[config.mk]
export PLATFORM = sky130hd
export DESIGN_NAME = barrel_io_framer
export DESIGN_NICKNAME = d
export VERILOG_FILES = /design/src/rtl/bif_pkg.sv /design/src/rtl/bif_slot_seq.sv /design/src/rtl/bif_shadow_bank.sv /design/src/rtl/bif_pin_commit.sv /design/src/rtl/barrel_io_framer.sv
export SDC_FILE = /design/constraint.sdc
export NUM_CORES = 1
export LEC_CHECK = 0
export CAP_MARGIN = 20
export CORE_ASPECT_RATIO = 0.5
export CORE_MARGIN = 5
export CORE_UTILIZATION = 52
export CTS_CLUSTER_DIAMETER = 100
export DETAILED_ROUTE_END_ITERATION = 12
export HOLD_SLACK_MARGIN = 0.1
export MAX_ROUTING_LAYER = met4
export PLACE_DENSITY = 0.76
export SYNTH_ARGS = -nofsm -noshare
export SYNTH_HDL_FRONTEND = slang
export SYNTH_HIERARCHICAL = 1
export SYNTH_SLANG_ARGS = --single-unit
[constraint.sdc]
create_clock -name clk -period 2.5 [get_ports clk]
set_clock_uncertainty 0.2 [all_clocks]
set_input_delay 0.625 -clock clk [delete_from_list [all_inputs] [get_ports clk]]
set_output_delay 0.625 -clock clk [all_outputs]
set_load 0.02 [all_outputs]
[src/rtl/bif_pkg.sv]
package bif_pkg;

    // Frame events raised by the slot sequencer for the pin stage.
    typedef struct packed {
        logic capture;   // boundary edge: sample inputs
        logic commit;    // boundary edge after a full frame: drive pins
    } bif_evt_t;

endpackage

[src/rtl/bif_slot_seq.sv]
module bif_slot_seq
    import bif_pkg::*;
#(
    parameter int NUM_THREADS = 8,
    parameter int SLOT_CLKS   = 2,
    localparam int TW = $clog2(NUM_THREADS),
    localparam int CW = (SLOT_CLKS > 1) ? $clog2(SLOT_CLKS) : 1
) (
    input  logic          clk,
    input  logic          rst_n,
    output logic [TW-1:0] slot,
    output bif_evt_t      evt
);

    typedef struct packed {
        logic [CW-1:0] cyc;
        logic [TW-1:0] slot;
        logic          primed;
    } seq_t;

    seq_t s_d, s_q;
    logic last_cyc;
    logic bnd;

    always_comb begin
        s_d      = s_q;
        last_cyc = (s_q.cyc == CW'(SLOT_CLKS - 1));
        bnd      = last_cyc && (s_q.slot == TW'(NUM_THREADS - 1));
        if (last_cyc) begin
            s_d.cyc  = '0;
            s_d.slot = bnd ? '0 : s_q.slot + TW'(1);
        end else begin
            s_d.cyc  = s_q.cyc + CW'(1);
        end
        s_d.primed  = s_q.primed | bnd;
        evt.capture = bnd;
        evt.commit  = bnd & s_q.primed;
    end

    always_ff @(posedge clk or negedge rst_n) begin
        if (!rst_n) begin
            s_q.cyc    <= CW'(SLOT_CLKS - 1);
            s_q.slot   <= TW'(NUM_THREADS - 1);
            s_q.primed <= 1'b0;
        end else begin
            s_q <= s_d;
        end
    end

    assign slot = s_q.slot;


    slot_wrap_chk: assert property (@(posedge clk) disable iff (!rst_n)
        evt.capture |=> (slot == '0));


    slot_hold_chk: assert property (@(posedge clk) disable iff (!rst_n)
        !last_cyc |=> $stable(slot));

endmodule

[src/rtl/bif_shadow_bank.sv]
module bif_shadow_bank #(
    parameter int NUM_THREADS = 8,
    parameter int PIN_W       = 8,
    localparam int TW = $clog2(NUM_THREADS)
) (
    input  logic                   clk,
    input  logic                   rst_n,
    input  logic [TW-1:0]          slot,
    input  logic [NUM_THREADS-1:0] live,
    input  logic                   wr_valid,
    input  logic [PIN_W-1:0]       wr_val,
    input  logic [PIN_W-1:0]       wr_oe,
    output logic [PIN_W-1:0]       nxt_out,
    output logic [PIN_W-1:0]       nxt_oe
);

    typedef struct packed {
        logic [NUM_THREADS-1:0][PIN_W-1:0] out;
        logic [NUM_THREADS-1:0][PIN_W-1:0] oe;
    } bank_t;

    bank_t b_d, b_q;
    logic [NUM_THREADS-1:0] sel;

    for (genvar t = 0; t < NUM_THREADS; t++) begin : g_thr
        assign sel[t] = wr_valid && live[t] && (slot == TW'(t));


        shadow_untouched_chk: assert property (@(posedge clk) disable iff (!rst_n)
            !sel[t] |=> ($stable(b_q.out[t]) && $stable(b_q.oe[t])));
    end

    always_comb begin
        b_d     = b_q;
        nxt_out = '0;
        nxt_oe  = '0;
        for (int t = 0; t < NUM_THREADS; t++) begin
            if (sel[t]) begin
                b_d.out[t] = wr_val;
                b_d.oe[t]  = wr_oe;
            end
        end
        for (int t = 0; t < NUM_THREADS; t++) begin
            nxt_oe  = nxt_oe | b_d.oe[t];
            nxt_out = nxt_out | (b_d.out[t] & b_d.oe[t]);
        end
    end

    always_ff @(posedge clk or negedge rst_n) begin
        if (!rst_n) b_q <= '0;
        else        b_q <= b_d;
    end


    one_writer_chk: assert property (@(posedge clk) disable iff (!rst_n)
        $onehot0(sel));

endmodule

[src/rtl/bif_pin_commit.sv]
module bif_pin_commit
    import bif_pkg::*;
#(
    parameter int PIN_W = 8
) (
    input  logic             clk,
    input  logic             rst_n,
    input  bif_evt_t         evt,
    input  logic [PIN_W-1:0] pin_in,
    input  logic [PIN_W-1:0] nxt_out,
    input  logic [PIN_W-1:0] nxt_oe,
    output logic [PIN_W-1:0] snap,
    output logic [PIN_W-1:0] pin_out,
    output logic [PIN_W-1:0] pin_oe,
    output logic             frame_strobe
);

    typedef struct packed {
        logic [PIN_W-1:0] snap;
        logic [PIN_W-1:0] out;
        logic [PIN_W-1:0] oe;
        logic             strobe;
    } pin_t;

    pin_t p_d, p_q;

    always_comb begin
        p_d        = p_q;
        p_d.strobe = evt.commit;
        if (evt.capture) p_d.snap = pin_in;
        if (evt.commit) begin
            p_d.out = nxt_out;
            p_d.oe  = nxt_oe;
        end
    end

    always_ff @(posedge clk or negedge rst_n) begin
        if (!rst_n) p_q <= '0;
        else        p_q <= p_d;
    end

    assign snap         = p_q.snap;
    assign pin_out      = p_q.out;
    assign pin_oe       = p_q.oe;
    assign frame_strobe = p_q.strobe;


    snap_hold_chk: assert property (@(posedge clk) disable iff (!rst_n)
        !evt.capture |=> $stable(snap));


    pin_hold_chk: assert property (@(posedge clk) disable iff (!rst_n)
        !frame_strobe |-> ($stable(pin_out) && $stable(pin_oe)));


    strobe_pulse_chk: assert property (@(posedge clk) disable iff (!rst_n)
        frame_strobe |=> !frame_strobe);


    undriven_low_chk: assert property (@(posedge clk) disable iff (!rst_n)
        (pin_out & ~pin_oe) == '0);

endmodule

[src/rtl/barrel_io_framer.sv]
module barrel_io_framer
    import bif_pkg::*;
#(
    parameter int NUM_THREADS = 8,
    parameter int PIN_W       = 8,
    parameter int SLOT_CLKS   = 2
) (
    input  logic                           clk,
    input  logic                           rst_n,
    input  logic [NUM_THREADS-1:0]         thread_live,
    input  logic                           wr_valid,
    input  logic [PIN_W-1:0]               wr_val,
    input  logic [PIN_W-1:0]               wr_oe,
    input  logic [PIN_W-1:0]               pin_in,
    output logic [PIN_W-1:0]               snap,
    output logic [PIN_W-1:0]               pin_out,
    output logic [PIN_W-1:0]               pin_oe,
    output logic [$clog2(NUM_THREADS)-1:0] slot_idx,
    output logic                           frame_strobe
);

    localparam int TW = $clog2(NUM_THREADS);

    logic [TW-1:0]    slot_w;
    bif_evt_t         evt_w;
    logic [PIN_W-1:0] nxt_out_w;
    logic [PIN_W-1:0] nxt_oe_w;

    bif_slot_seq #(
        .NUM_THREADS(NUM_THREADS),
        .SLOT_CLKS  (SLOT_CLKS)
    ) u_seq (
        .clk  (clk),
        .rst_n(rst_n),
        .slot (slot_w),
        .evt  (evt_w)
    );

    bif_shadow_bank #(
        .NUM_THREADS(NUM_THREADS),
        .PIN_W      (PIN_W)
    ) u_bank (
        .clk     (clk),
        .rst_n   (rst_n),
        .slot    (slot_w),
        .live    (thread_live),
        .wr_valid(wr_valid),
        .wr_val  (wr_val),
        .wr_oe   (wr_oe),
        .nxt_out (nxt_out_w),
        .nxt_oe  (nxt_oe_w)
    );

    bif_pin_commit #(
        .PIN_W(PIN_W)
    ) u_pins (
        .clk         (clk),
        .rst_n       (rst_n),
        .evt         (evt_w),
        .pin_in      (pin_in),
        .nxt_out     (nxt_out_w),
        .nxt_oe      (nxt_oe_w),
        .snap        (snap),
        .pin_out     (pin_out),
        .pin_oe      (pin_oe),
        .frame_strobe(frame_strobe)
    );

    assign slot_idx = slot_w;

endmodule

======== Word level (Yosys, flattened, before mapping) ========
Cells that the tools add are included.
storage, ports and cells
  bits in registers ....................... 158
  bits in latches ......................... 0
  RAM bits ................................ 0
  ROM bits ................................ 0
  input port bits ......................... 35
  word-level logic and storage cells ...... 92
  memories kept ........................... 0
operators by class
  $add $sub $neg .......................... 2
  multiply operators ...................... 0
  div/mod/pow operators ................... 0
  $lt $le $gt $ge ......................... 0
  equality and inequality tests ........... 7
  shift operators ......................... 0
  multiplexer cells ....................... 18
  bitwise operators ....................... 24
  reductions and logical operators ........ 18
operators by type and width
  cell                                                                   count
  8-bit 2-to-1 mux                                                       16
  8-bit bitwise OR                                                       14
  8-bit AND                                                              8
  1-bit logical AND                                                      17
  3-bit equality test, second input constant                             4
  3-bit by 2-bit equality test with 1-bit output, second input constant  2
  3-bit by 1-bit adder with 3-bit output, second input constant          1
  3-bit by 1-bit equality test with 1-bit output, second input constant  1
  3-bit logical NOT                                                      1
  3-bit 2-to-1 mux                                                       1
  1-bit adder, second input constant                                     1
  1-bit AND                                                              1
  1-bit 2-to-1 mux                                                       1
  1-bit bitwise OR                                                       1

======== Logic depth before layout (Yosys ltp) ========
Gate-level depths: netlist of the first run.
  depth after elaboration ................. 11
  mapped depth ............................ 9
  gate-level depth less buffers ........... 5

======== Cells and area by module ========
The synthesis of the first run kept the hierarchy.
by module, submodules not included
  module           instances  cells an instance  area an instance (sq um)  seq. area each (sq um)
  bif_shadow_bank  1          551                6085.8                    3203.1
  bif_pin_commit   1          52                 969.7                     625.6
  bif_slot_seq     1          20                 250.2                     130.1

======== Worst setup path after synthesis of the first run ========
No wires, ideal clock.
  path type ............................... reg2reg
  start point ............................. reg, netlist name u_seq/slot[0]
  end point ............................... reg u_pins.p_q, in the netlist u_pins/pin_oe[6]
  data arrival time ....................... 2.079 ns
  required time ........................... 2.175 ns
  path slack .............................. 0.096 ns
  stages on the path, launching flop included .. 10
  path buffers ............................ 4
  clock period less this slack ............ 2.404 ns
  path through ............................ dfstp_2 buf_4 buf_4 and3_1 buf_2 buf_6 a21boi_0 a2111oi_0 o211ai_1 mux2_4
on the way
  cells in the longest elaborated chain, start to end .. 10
RTL lines
  what                                                                                        line                    source
  3-bit by 1-bit equality test with 1-bit output / 3-bit logical NOT (equally long branches)  bif_shadow_bank.sv:26   assign sel[t] = wr_valid && live[t] && (slot == TW'(t));
  1-bit logical AND                                                                           bif_shadow_bank.sv:26
  8-bit 2-to-1 mux                                                                            bif_shadow_bank.sv:38   if (sel[t]) begin
  8-bit bitwise OR (6 in a row)                                                               bif_shadow_bank.sv:44   nxt_oe = nxt_oe | b_d.oe[t];
  8-bit bitwise OR *                                                                          bif_shadow_bank.sv:44
  via nxt_oe_w[6]                                                                             barrel_io_framer.sv:27  logic [PIN_W-1:0] nxt_oe_w;
  end signal, assigned                                                                        bif_pin_commit.sv:39    else p_q <= p_d;
  end, declared                                                                               bif_pin_commit.sv:25    pin_t p_d, p_q;
The timed path passes the listed nets; every way through them passes the cells marked *.
A chain may end at the register's enable or synchronous reset.

======== Final worst setup path of the first run ========
  start point ............................. reg, netlist name u_seq/slot[2]
  end point ............................... reg u_pins.p_q, in the netlist u_pins/pin_out[4]
on the way
  cells in the longest elaborated chain, start to end .. 11
RTL lines
  what                                                                                        line                    source
  3-bit by 1-bit equality test with 1-bit output / 3-bit logical NOT (equally long branches)  bif_shadow_bank.sv:26
  1-bit logical AND                                                                           bif_shadow_bank.sv:26
  8-bit 2-to-1 mux                                                                            bif_shadow_bank.sv:38
  8-bit AND                                                                                   bif_shadow_bank.sv:45   nxt_out = nxt_out | (b_d.out[t] & b_d.oe[t]);
  8-bit bitwise OR (6 in a row)                                                               bif_shadow_bank.sv:45
  8-bit bitwise OR *                                                                          bif_shadow_bank.sv:45
  via nxt_out_w[4]                                                                            barrel_io_framer.sv:26  logic [PIN_W-1:0] nxt_out_w;
Marked as above.

==> results.toml, run 1 <==
[status]
outcome = "completed"

[clock_tree]
ctsRootBufferMaster = "clkbuf_16"
cts_made_buffers = 17
clk_latency_ns = 0.42
clkTransAtPathRegs_ns = 0.06
htreeDepth = 4
clock_path_buffers = 2
cts_sinks = 158
cts_tree = "done"

[yosys]
ys_types = 47
netlist_top_cells_area = "dfrtp_1 53%, mux2_2 9.6%, nand2_1 5.4%"
synth_common_cells = "154 x dfrtp_1, 106 x nand2_1, 62 x mux2_2"
netlist_area_mm2 = 0.007306
ys_warn_count = 6
yosys.area.top_type_share_pct = 52.75
yosys_most_used_dff = "dfrtp_1"
synth_edf_count = 0
ys_async_sr_fraction_pct = 100.0
ys_ff_latch = 158
yosysMostFrequentCell = "dfrtp_1"
synth.avg_cell_area_um2 = 11.73
ys_seq_area_share_pct = 54.19
syn_nets = 660
yosys.area.top_type = "dfrtp_1"
postSynthCellCount = 623

[routing]
drc_errors = 0
drt-total-wl_um = 19960
first_iter_violations = 537
num_vias = 5583
dr.pass1.iters = 5
ant_nets = 0
viasPerCell = 5.883
wl_per_cell_um = 21.03

[hold_path]
hold-path-cell-count = 1
hp-class = "reg -> reg"

[worst_setup_path]
r2r_cells = 7
slowest_stage = "dfstp_2"
critical_path_arrival_ns = 2.53
cp_common_cell = "buf_4"
critPathMaxFanout = 9
required_ns = 2.60
crit_chain = "and4b_2 > buf_4 > a21boi_0 > buf_4 > a22oi_1 > o2111ai_1 > mux2_4"
crit_path_end_kind = "register"
crit_type = "reg -> reg"
crit_path_max_incr_delay_ns = 0.61
worstSetupStartpointType = "register"

[global_route]
grt_max_degree = 52
grt_pass1_wl_um = 32100
track_usage_pct = 25.90
grt_antenna_before_repair = 0
grt_overflow_total = 0
grt_pass1_vias = 5905

[die]
dieArea_mm2 = 0.01666
initial_core_util_pct = 53.47
coreArea_mm2 = 0.01366
rows = 30
die_w_um = 177.6
fp.dieH_um = 93.82
ios = 63

[place]
placed_area_mm2 = 0.008680
port_buffers = 62
dpl.hpwl_um = 13100
gp_congestion = 0.8493

[finish]
drive_gt1_share_pct = 29.99
antenna_cells = 0
fin_area_mm2 = 0.009350
fin_nets = 781
fillers = 971
area_growth_pct = 27.98
final_core_util_pct = 68.43

[timing]
fin_crit_sh_pct = 96.97
worst_slew_margin_rel_pct = 59.55
fmax_mhz = 412.5
tns_ns = 0
slew_viol_final = 0
tightest_slew_ns = 0.6014
hold_viol = 0
setup_viol = 0
fin_crit_ns = 2.424

[pwr]
power_mw = 6.737
cellPowerDensity_mw_per_mm2 = 720.5
p_leak_nw = 4.148
ir_drop_v = 0.0003941

[flow_run]
cap_violations = 0
-- layer usage --
layer / part of all wire (%) / vias to the layer above / global-route usage (%) / wire, µm
li1: - / 2486 / - / -
met1: 44 / 2784 / 35.35 / 8769
met2: 44 / 271 / 37.97 / 8832
met3: 9.0 / 42 / 6.232 / 1800
met4: 2.8 / 0 / 9.711 / 555
met5: 0 / - / - / 0
-- power breakdown --
part,switching (mW),leakage [nW],internal (mW)
logic,0.496,1.97,0.555
registers,0.176,1.89,2.85
clock network,1.06,0.286,1.60
-- area by class of cell --
cell class | count | area, µm² | share of cell area [%]
Sequential cell | 158 | 3959 | 42.34
Multi-Input combinational cell | 404 | 3040 | 32.52
Timing Repair Buffer | 154 | 1470 | 15.72
Clock buffer | 18 | 439.2 | 4.697
Tap cell | 192 | 240.2 | 2.569
Clock inverter | 14 | 167.7 | 1.793
Inverter | 9 | 33.78 | 0.3613
-- sequential cells by signal, indices dropped and copies added, names as in the netlist --
signal               cells
u_bank/b_q             128
u_seq/slot               3
u_seq/s_q                1
u_pins/pin_oe            8
u_pins/snap              8
u_seq/last_cyc           1
u_pins/frame_strobe      1
u_pins/pin_out           8
-- cell usage in the layout (no fill, tap or decap), types with 5 or more instances in the layout --
cell type        count
a2111oi_0            6
a2111oi_2           12
a21boi_0            40
a21boi_1             6
a21o_1              14
a21oi_1             28
a22oi_1              9
a32oi_1              7
buf_12              13
buf_4               77
clkbuf_16           17
clkdlybuf4s50_1     57
clkinvlp_4           5
dfrtp_1            154
inv_1                9
mux2_2              62
mux2_4              10
nand2_1            106
o2111ai_1            8
o211ai_1             8
o21ai_0             18
o21bai_1            32
-- cells by family (layout without fill, tap and decap cells) --
group | Yosys count | in the layout | synth area share, %
AO/OA/AOI/OAI | 196 | 196 | 20.28
flip-flops | 158 | 158 | 54.19
multiplexers | 78 | 78 | 12.47
AND/OR/NAND/NOR | 128 | 128 | 7.895
adder cells (fa/ha/maj) | 2 | 2 | 0.3425
buffers and inverters | 61 | 195 | 4.829
-- metrics by stage --
stage               std cells  hold WS [ns]  worst slack [ns]
floorplan                 623        0.1294           0.09635
global placement          914        0.2398           -0.5730
detailed placement        914        0.2478           -0.5879
CTS                       948        0.2627           0.08830
global route              949        0.2962         -0.005057
finish                    949        0.2625           0.07568
-- timing repair --
item / 4_1_cts / 5_1_grt
hold buffers: 1 / 0
pin swaps: 2 / 0
endpoints found under the setup margin: 16 / 5
endpoints found under the hold margin: 32 / 0
gates resized for setup: 15 / 3
buffers inserted: 1 / 1
-- critical path, delay by kind of cell (launching register included) --
kind	cells	cell delay [ns]
flip-flops	1	0.61
AO/OA/AOI/OAI	3	0.54
buffers and inverters	2	0.37
AND/OR/NAND/NOR	1	0.30
multiplexers	1	0.28
-- final timing paths --
check | slack [ns] | to | start
max | 0.08 | u_pins/pin_out[4] | u_seq/slot[2]
min | 0.26 | u_seq/s_q[0] | u_seq/s_q[0]
max reg2reg | 0.08 | u_pins/pin_out[4] | u_seq/slot[2]
min reg2reg | 0.26 | u_seq/s_q[0] | u_seq/s_q[0]
max in group asynchronous | 0.96 | u_bank/b_q[6] | rst_n
min in group asynchronous | 0.48 | u_pins/frame_strobe | rst_n
(Power assumes the default switching activity.)
==> run 2: changes to the inputs <==
--- a/config.mk
+++ b/config.mk
@@ -5,15 +5,15 @@
 export SDC_FILE = /design/constraint.sdc
 export NUM_CORES = 1
 export LEC_CHECK = 0
-export CAP_MARGIN = 20
+export CAP_MARGIN = 15
 export CORE_ASPECT_RATIO = 0.5
-export CORE_MARGIN = 5
 export CORE_UTILIZATION = 52
 export CTS_CLUSTER_DIAMETER = 100
 export DETAILED_ROUTE_END_ITERATION = 12
 export HOLD_SLACK_MARGIN = 0.1
 export MAX_ROUTING_LAYER = met4
 export PLACE_DENSITY = 0.76
+export SKIP_CTS_REPAIR_TIMING = 1
 export SYNTH_ARGS = -nofsm -noshare
 export SYNTH_HDL_FRONTEND = slang
 export SYNTH_HIERARCHICAL = 1
==> run 2 against run 1 <==
  * The run now ends with setup timing left
  * Routed wire length is 2.3% higher
  * Clock power is 3% lower
  * Total power about the same
  * Register-to-register slack got worse by 0.07 ns
  * Die area fell by 13%
  * First-iteration DRC count down 6.1%
  * Setup slack worse by 0.084 ns
  * Sequential power barely moved
  * Combinational power is 6% higher
  * Critical path depth unchanged
  * Flip-flop and latch count is the same
==> results.toml, run 2 (synthesis results as in run 1) <==
[status]
outcome = "complete, but fails checks"
violations = "setup timing"

[clock_tree]
cts_made_buffers = 17
clkTransAtPathRegs_ns = 0.07
ctsRootBufferMaster = "clkbuf_16"
clock_path_buffers = 2
clk_latency_ns = 0.42
htreeDepth = 4
cts_sinks = 158
cts_tree = "done"

[pwr]
cellPowerDensity_mw_per_mm2 = 703.7
p_leak_nw = 4.301
power_mw = 6.734
ir_drop_v = 0.0003823

[timing]
fin_ws_ns = -0.008574
setup_viol = 1
fin_crit_sh_pct = 100.3
tightest_slew_ns = 0.6229
hold_viol = 0
rsz0062_at_grt = "true"
worst_slew_margin_rel_pct = 58.10
slew_viol_final = 0
fin_crit_ns = 2.509
fmax_mhz = 398.6

[routing]
drc_errors = 0
first_iter_violations = 504
viasPerCell = 5.916
dr.pass1.iters = 6
wl_per_cell_um = 21.09
ant_nets = 0
num_vias = 5727
drt-total-wl_um = 20410

[place]
port_buffers = 62
gp_congestion = 0.8750
post-place-cells = 931
dpl.hpwl_um = 13380

[finish]
final_common_cell = "dfrtp_1"
area_growth_pct = 31.00
fillers = 926
largest_register = "u_bank/b_q"
antenna_cells = 0
fin_nets = 800
fin_cells = 968
final_cell_mix = "154 x dfrtp_1, 105 x nand2_1, 94 x buf_4"
drive_gt1_share_pct = 31.83
largest_reg_flops = 128

[worst_setup_path]
worstSetupStartpointType = "input pin"
critPathLaunch = "thread_live[1]"
crit_buf_inv = 2
cp.depth = 7
critPathMaxFanout = 10
crit_path_max_incr_delay_ns = 0.47
critPathCapture = "u_pins/pin_out[5]"
crit_chain = "clkdlybuf4s50_1 > and3b_1 > buf_12 > a21boi_0 > a2111oi_2 > o2111ai_1 > mux2_4"
r2r_start = "u_seq/slot[1]"
r2r_cells = 7
crit_path_end_kind = "register"
required_ns = 2.60
reg2reg_slack_ns = 0.01
slowest_stage = "clkdlybuf4s50_1"
crit_type = "in -> reg"
critical_path_arrival_ns = 2.61
timing.rr.end = "u_pins/pin_oe[5]"
critPathTopFamily = "compound AO/OA/AOI/OAI gates"

[die]
coreArea_mm2 = 0.01363
initial_core_util_pct = 53.62
rows = 30
ios = 63
die_w_um = 169.6
dieArea_mm2 = 0.01456
fp.dieH_um = 85.82

[flow_run]
cap_violations = 0

[global_route]
grt_pass1_wl_um = 32420
grt_antenna_before_repair = 0
track_usage_pct = 30.82
grt_overflow_total = 0
grt_pass1_vias = 5858
grt_max_degree = 63

[hold_path]
hp-class = "reg -> reg"
[run 2: changes by cell type in the layout (fill, tap and decap cells not counted), sizes merged, moves of 2 or more]
cell / before / now
buf: 92 / 111
clkbuf: 18 / 21
clkinv: 5 / 3
dlygate4sd2: 4 / 0
dlymetal6s2s: 0 / 4
[run 2: layout make-up]
cell class,count,area (µm²),area share [%]
tap,192,240.2,2.510
sequential,158,3959,41.36
clock buffer,21,450.4,4.706
clock inverter,11,133.9,1.399
timing repair buffer,173,1659,17.34
inverter,9,33.78,0.3530
multi-input combinational,404,3094,32.33
[run 2: worst min path at each step]
stage | startpoint | to | slack, ns | cells past startpoint
after detailed placement | u_seq/s_q[0] | u_seq/s_q[0] | 0.25 | 1
final | u_seq/s_q[0] | u_seq/s_q[0] | 0.26 | 1
after global placement | u_seq/s_q[0] | u_seq/s_q[0] | 0.24 | 1
after CTS | rst_n | u_bank/b_q[52] | -0.11 | 1
after floorplan | rst_n | u_bank/b_q[0] | 0.13 | 0
after global routing | u_seq/s_q[0] | u_seq/s_q[0] | 0.30 | 1
[run 2: metal layers]
layer / routed length (µm) / global-route usage (%) / vias up
met4: 337 / 10.16 / 0
met3: 1801 / 5.814 / 43
met2: 9366 / 46.68 / 285
met5: 0 / - / -
li1: - / - / 2534
met1: 8908 / 42.10 / 2865
[run 2: metrics by stage]
step	worst slack [ns]	area, µm²	hold slack (ns)	utilization (%)	setup TNS, ns
2_1_floorplan	0.09635	7306	0.1294	-	0
3_3_place_gp	-0.5935	8832	0.2398	64.82	-9.821
3_5_place_dp	-0.6433	8832	0.2496	64.82	-11.64
4_1_cts	-0.2731	9417	-0.1102	69.11	-1.636
5_1_grt	-0.09023	9570	0.2959	70.24	-0.1581
6_report	-0.008574	9570	0.2628	70.24	-0.008574
[run 2: where the power goes]
part / internal (mW) / switching [mW] / leakage, nW
Sequential: 2.85 / 0.180 / 1.89
Clock: 1.51 / 1.08 / 0.270
Combinational: 0.593 / 0.521 / 2.14
